<file path="config.mk">
export PLATFORM = sky130hd
export DESIGN_NAME = ramp_fir_stream
export DESIGN_NICKNAME = d
export VERILOG_FILES = /design/src/rtl/rfir_pkg.sv /design/src/rtl/rfir_tapline.sv /design/src/rtl/rfir_mac.sv /design/src/rtl/rfir_ctrl.sv /design/src/rtl/ramp_fir_stream.sv
export SDC_FILE = /design/constraint.sdc
export NUM_CORES = 2
export LEC_CHECK = 0
export ABC_AREA = 1
export ABC_CLOCK_PERIOD_IN_PS = 7800
export BUFFER_PORTS_ARGS = -buffer_cell sky130_fd_sc_hd__buf_4
export CAP_MARGIN = 20
export CORE_MARGIN = 5
export CORE_UTILIZATION = 43
export CTS_BUF_LIST = sky130_fd_sc_hd__clkbuf_4 sky130_fd_sc_hd__clkbuf_8 sky130_fd_sc_hd__clkbuf_16
export CTS_CLUSTER_SIZE = 30
export DETAILED_ROUTE_END_ITERATION = 10
export PLACE_DENSITY = 0.67
export SLEW_MARGIN = 15
export SYNTH_ARGS = -nofsm -noshare
export SYNTH_HDL_FRONTEND = slang
export SYNTH_SLANG_ARGS = --single-unit
</file>
<file path="constraint.sdc">
create_clock -name clk -period 7.8 [get_ports clk]
set_clock_uncertainty 0.05 [all_clocks]
set_input_delay 1.17 -clock clk [delete_from_list [all_inputs] [get_ports clk]]
set_output_delay 1.17 -clock clk [all_outputs]
set_load 0.02 [all_outputs]
</file>
<file path="src/rtl/rfir_pkg.sv">
package rfir_pkg;
  localparam int unsigned RFIR_W    = 32;
  localparam int unsigned RFIR_TAPS = 16;
  // cycles from the read cycle to the write cycle when nothing stalls
  localparam int unsigned RFIR_LAT  = 3;

  // weight of a delay-line entry, indexed by its distance from the oldest tap
  function automatic logic [RFIR_W-1:0] ramp_weight(input int unsigned dist_from_oldest);
    return RFIR_W'(dist_from_oldest);
  endfunction
endpackage

</file>
<file path="src/rtl/rfir_tapline.sv">
module rfir_tapline #(
  parameter int unsigned W    = rfir_pkg::RFIR_W,
  parameter int unsigned TAPS = rfir_pkg::RFIR_TAPS
) (
  input  logic                   clk,
  input  logic                   rst,
  input  logic                   shift,
  input  logic [W-1:0]           din,
  output logic [TAPS-1:0][W-1:0] taps   // [0] oldest, [TAPS-1] newest
);
  localparam int unsigned NEWEST = TAPS - 1;

  always_ff @(posedge clk) begin
    if (rst) taps[NEWEST] <= '0;
    else if (shift) taps[NEWEST] <= din;
  end

  for (genvar k = 0; k < NEWEST; k++) begin : g_stage
    always_ff @(posedge clk) begin
      if (rst) taps[k] <= '0;
      else if (shift) taps[k] <= taps[k+1];
    end
  end
endmodule

</file>
<file path="src/rtl/rfir_mac.sv">
module rfir_mac #(
  parameter int unsigned W    = rfir_pkg::RFIR_W,
  parameter int unsigned TAPS = rfir_pkg::RFIR_TAPS
) (
  input  logic                   clk,
  input  logic                   rst,
  input  logic                   adv,
  input  logic                   tap_vld,
  input  logic [TAPS-1:0][W-1:0] taps,
  output logic [W-1:0]           res_data,
  output logic                   res_vld
);
  logic [TAPS-1:0][W-1:0] prod_q;
  logic                   live_q;
  logic                   prod_vld_q;
  logic [W-1:0]           acc;

  for (genvar k = 0; k < TAPS; k++) begin : g_mul
    always_ff @(posedge clk) begin
      if (rst) prod_q[k] <= '0;
      else if (adv) prod_q[k] <= W'(taps[k] * rfir_pkg::ramp_weight(k));
    end
  end

  always_ff @(posedge clk) begin
    if (rst) begin
      live_q     <= 1'b0;
      prod_vld_q <= 1'b0;
    end else if (adv) begin
      live_q     <= (taps[0] != '0);
      prod_vld_q <= tap_vld;
    end
  end

  always_comb begin
    acc = '0;
    for (int k = 0; k < TAPS; k++) acc = acc + prod_q[k];
  end

  always_ff @(posedge clk) begin
    if (rst) begin
      res_data <= '0;
      res_vld  <= 1'b0;
    end else if (adv) begin
      res_data <= live_q ? acc : '0;
      res_vld  <= prod_vld_q;
    end
  end
endmodule

</file>
<file path="src/rtl/rfir_ctrl.sv">
module rfir_ctrl (
  input  logic clk,
  input  logic rst,
  input  logic start,
  input  logic in_empty,
  input  logic out_full,
  input  logic res_vld,
  output logic adv,
  output logic take,
  output logic push,
  output logic tap_vld
);
  assign adv  = start && !(res_vld && out_full);
  assign take = adv && !in_empty;
  assign push = adv && res_vld;

  always_ff @(posedge clk) begin
    if (rst) tap_vld <= 1'b0;
    else if (adv) tap_vld <= take;
  end
endmodule

</file>
<file path="src/rtl/ramp_fir_stream.sv">
module ramp_fir_stream #(
  parameter int unsigned W    = rfir_pkg::RFIR_W,
  parameter int unsigned TAPS = rfir_pkg::RFIR_TAPS
) (
  input  logic         clk,
  input  logic         rst,
  input  logic         start,
  input  logic [W-1:0] in_data,
  input  logic         in_empty,
  output logic         in_rd,
  output logic [W-1:0] out_data,
  input  logic         out_full,
  output logic         out_wr
);
  logic                   adv;
  logic                   tap_vld;
  logic                   res_vld;
  logic [TAPS-1:0][W-1:0] taps;

  rfir_ctrl u_ctrl (
    .clk      (clk),
    .rst      (rst),
    .start    (start),
    .in_empty (in_empty),
    .out_full (out_full),
    .res_vld  (res_vld),
    .adv      (adv),
    .take     (in_rd),
    .push     (out_wr),
    .tap_vld  (tap_vld)
  );

  rfir_tapline #(.W(W), .TAPS(TAPS)) u_line (
    .clk   (clk),
    .rst   (rst),
    .shift (in_rd),
    .din   (in_data),
    .taps  (taps)
  );

  rfir_mac #(.W(W), .TAPS(TAPS)) u_mac (
    .clk      (clk),
    .rst      (rst),
    .adv      (adv),
    .tap_vld  (tap_vld),
    .taps     (taps),
    .res_data (out_data),
    .res_vld  (res_vld)
  );
endmodule

</file>
==> key figures <==
Worst setup path
  • Worst Path Required: 8460 ps
  • Kind of critical path: reg -> reg
  • WP data arrival: 6330 ps
  • Crit path max-delay family: adder cells
  • Startpoint Class: flop
  • Critical Path End Type: flop
  • Most Frequent Cell on Critical Path: fa_1
  • Crit-path cells: fa_1, inv_1, fa_1, inv_1, fa_1, inv_1, fa_1, inv_1, fa_1, fa_1, ha_1, nand2_1, nor3_1, nand2_1, or2_0, nand3_1, inv_1, nand3_1, nand3_1, a21oi_1
  • CP Max Fanout: 4
  • Worst path max stage delay: 730 ps
  • CP startpoint: u_mac.prod_q[155]$_SDFFE_PP0P_
  • Origin of the critical flop-to-flop path: u_mac.prod_q[155]$_SDFFE_PP0P_
  • WP buf/inv: 5
  • Slowest cell on crit path: fa_1

Floorplanning
  • FP Rows: 149
  • Core area: 165000 sq um
  • Die Height: 418 um
  • Die W: 418 um
  • Die ar.: 175000 sq um
  • Starting Density: 0.434
  • I/O pins: 71

Status
  • Status: finished, final reports clean

Synthesis
  • Yosys Warn Count: 0
  • Synth area leaders: dfxtp_1, fa_1, ha_1
  • Fraction of registers with async set/reset: 0
  • Most frequent cell after synthesis: inv_1
  • Netlist Area Pre-Place: 71600 sq um
  • Ys flop type: dfxtp_1
  • Distinct cell type count after synthesis: 64
  • Synth top area share: 0.284
  • Synthesized area per cell: 7.56 sq um
  • Largest area contributor in the netlist: dfxtp_1
  • Net count after synthesis: 10600
  • Commonest cells post-synth: inv_1, nand2_1, nor2_1
  • #FFs+latches synth: 1017
  • Post-synth EDFFs: 0
  • Post-synthesis instance total: 9470
  • Sequential area share after synthesis: 0.284

Clock network
  • CTS root buf: clkbuf_16
  • Clock sinks: 1017
  • Hold-fix buffers, CTS: 0
  • H-Tree Depth: 3
  • Post-CTS sizing: 0
  • Clock transition at path regs: 60 ps
  • Clock buffer depth: 3
  • CTS tree: yes
  • CTS Buf Count: 113
  • Clock latency on the worst-skew pair: 780 ps
  • Postcts setup bufs: 0

STA
  • Final setup fails: 0
  • Fin. Hold Viols: 0
  • Minimum clock period: 5670 ps
  • Slew of the pin with the lowest slew margin: 1350 ps
  • Slew headroom: 0.102
  • Max Clock Freq: 0.176 GHz
  • Fin crit share: 0.727
  • Final TNS setup: 0 ps
  • Unrepaired setup endpoints after global routing: false
  • Max-slew violations: 0

Detailed routing
  • Drt initial violations: 4927
  • Pre-Repair DR Iteration Count: 6
  • Vias: 62200
  • Remaining DRCs: 0
  • Routed Wire Length: 245000 um
  • Post-route antenna net violation count: 0
  • Via density: 5.35
  • Drt wl/cell: 21.0 um

Min path
  • Hold path start: u_line.taps[24]$_SDFFE_PP0P_
  • Hold Path Class: reg -> reg

Global routing
  • Gr usage total: 0.276
  • Number of global-route vias before repair: 61100
  • Initial antenna violation count: 3
  • GRT overflow: 0
  • First-pass GRT wire length: 374000 um
  • Largest net degree at the start of global routing: 185

Placement
  • Buffers on Ports: 70
  • DP Area: 73900 sq um
  • GPL Wtd Cong: 0.953
  • HPWL after DPL: 195000 um

Power
  • IR drop worst, VDD: 610 uV
  • Pleak: 0.0385 uW
  • Pwr Density: 355 nW/um^2

Finish
  • Share of layout cells above drive strength 1: 0.0493
  • NumNets Final: 10400
  • Design area: 77800 sq um
  • P&R area growth vs syn: 8.62%

Flow run
  • Max cap viols: 0
==> cells by family (layout without fill, tap and decap cells) <==
kind of cell               count (synthesis)  after routing  synth area share
and+or+nand+nor                         3026           3026             0.173
AOI/OAI and AO/OA                       2232           2232             0.171
buffers and inverters                   1937           1914             0.104
adders and majority gates               1057           1057             0.244
DFF                                     1017           1017             0.284
xor gates and xnor gates                 201            201            0.0246
other                                      0              2                 0
==> sequential cells by signal, indices dropped and copies added (netlist names) <==
register and flops:
u_mac.res_data 32, u_line.taps 512, u_ctrl.tap_vld 1, u_mac.live_q 1
u_mac.prod_q 469, u_mac.prod_vld_q 1, u_mac.res_vld 1
==> per-stage QoR <==
stage	std cells	power, uW	utilization	setup WS, ps	hold slack (ps)
floorplan	9470	16500	-	2700	374
global placement	11400	22200	0.447	2180	385
detailed placement	11400	22100	0.447	2190	390
CTS	11600	27800	0.471	2160	399
global route	11600	29600	0.471	1920	419
finish	11600	27600	0.471	2130	398
==> metal layers <==
metal	vias to the layer above	part of all wire	global-route usage
li1	30200	-	-
met1	30100	0.43	0.367
met2	1570	0.47	0.467
met3	379	0.053	0.0348
met4	2	0.038	0.0907
met5	-	0.000053	0
==> layout by cell type, fill, tap and decap left out, types with 29 or more instances in the layout <==
master,count
a31oi_1,36
o21ai_0,922
a21oi_1,915
nand4_1,87
clkbuf_16,114
xnor2_1,60
nand3_1,290
fa_1,562
ha_1,495
dfxtp_1,1017
o211ai_1,51
buf_4,96
o21bai_1,42
clkbuf_4,29
nor2_1,1212
o21ai_1,48
a21o_1,65
inv_1,1586
nor3_1,45
nand2_1,1289
xor2_1,141
==> final cells by class <==
| class | instances | area, sq um |
|---|---|---|
| Clock buffer | 164 | 3360 |
| Sequential cell | 1017 | 20400 |
| Clock inverter | 43 | 542 |
| Timing Repair Buffer | 106 | 916 |
| Fill cell | 16700 | 87400 |
| Tap cell | 2189 | 2740 |
| Antenna cell | 2 | 5.00 |
| Inverter | 1601 | 6030 |
| Multi-Input combinational cell | 6516 | 43800 |
==> worst register-to-register path, delay by kind of cell, from the launching register on <==
kind	cells	cell delay, ps
AOI/OAI and AO/OA	1	140
adders and majority gates	7	3710
buffers and inverters	5	390
DFF	1	330
and+or+nand+nor	7	1010
==> worst paths after layout <==
path / endpoint / slack, ps / cells after the start
setup / recovery: u_mac.res_data[31]$_SDFFE_PP0P_ / 2130 / 20
hold / removal: u_line.taps[24]$_SDFFE_PP0P_ / 400 / 2
setup reg to reg: u_mac.res_data[31]$_SDFFE_PP0P_ / 2130 / 20
hold reg to reg: u_line.taps[24]$_SDFFE_PP0P_ / 400 / 2
==> where the power goes <==
group	switching (uW)	internal, uW	total [uW]
Clock	2380	3240	5620
Combinational	10600	5470	16000
Sequential	367	5590	5960
Total	13300	14300	27600
(Power assumes the default switching activity.)
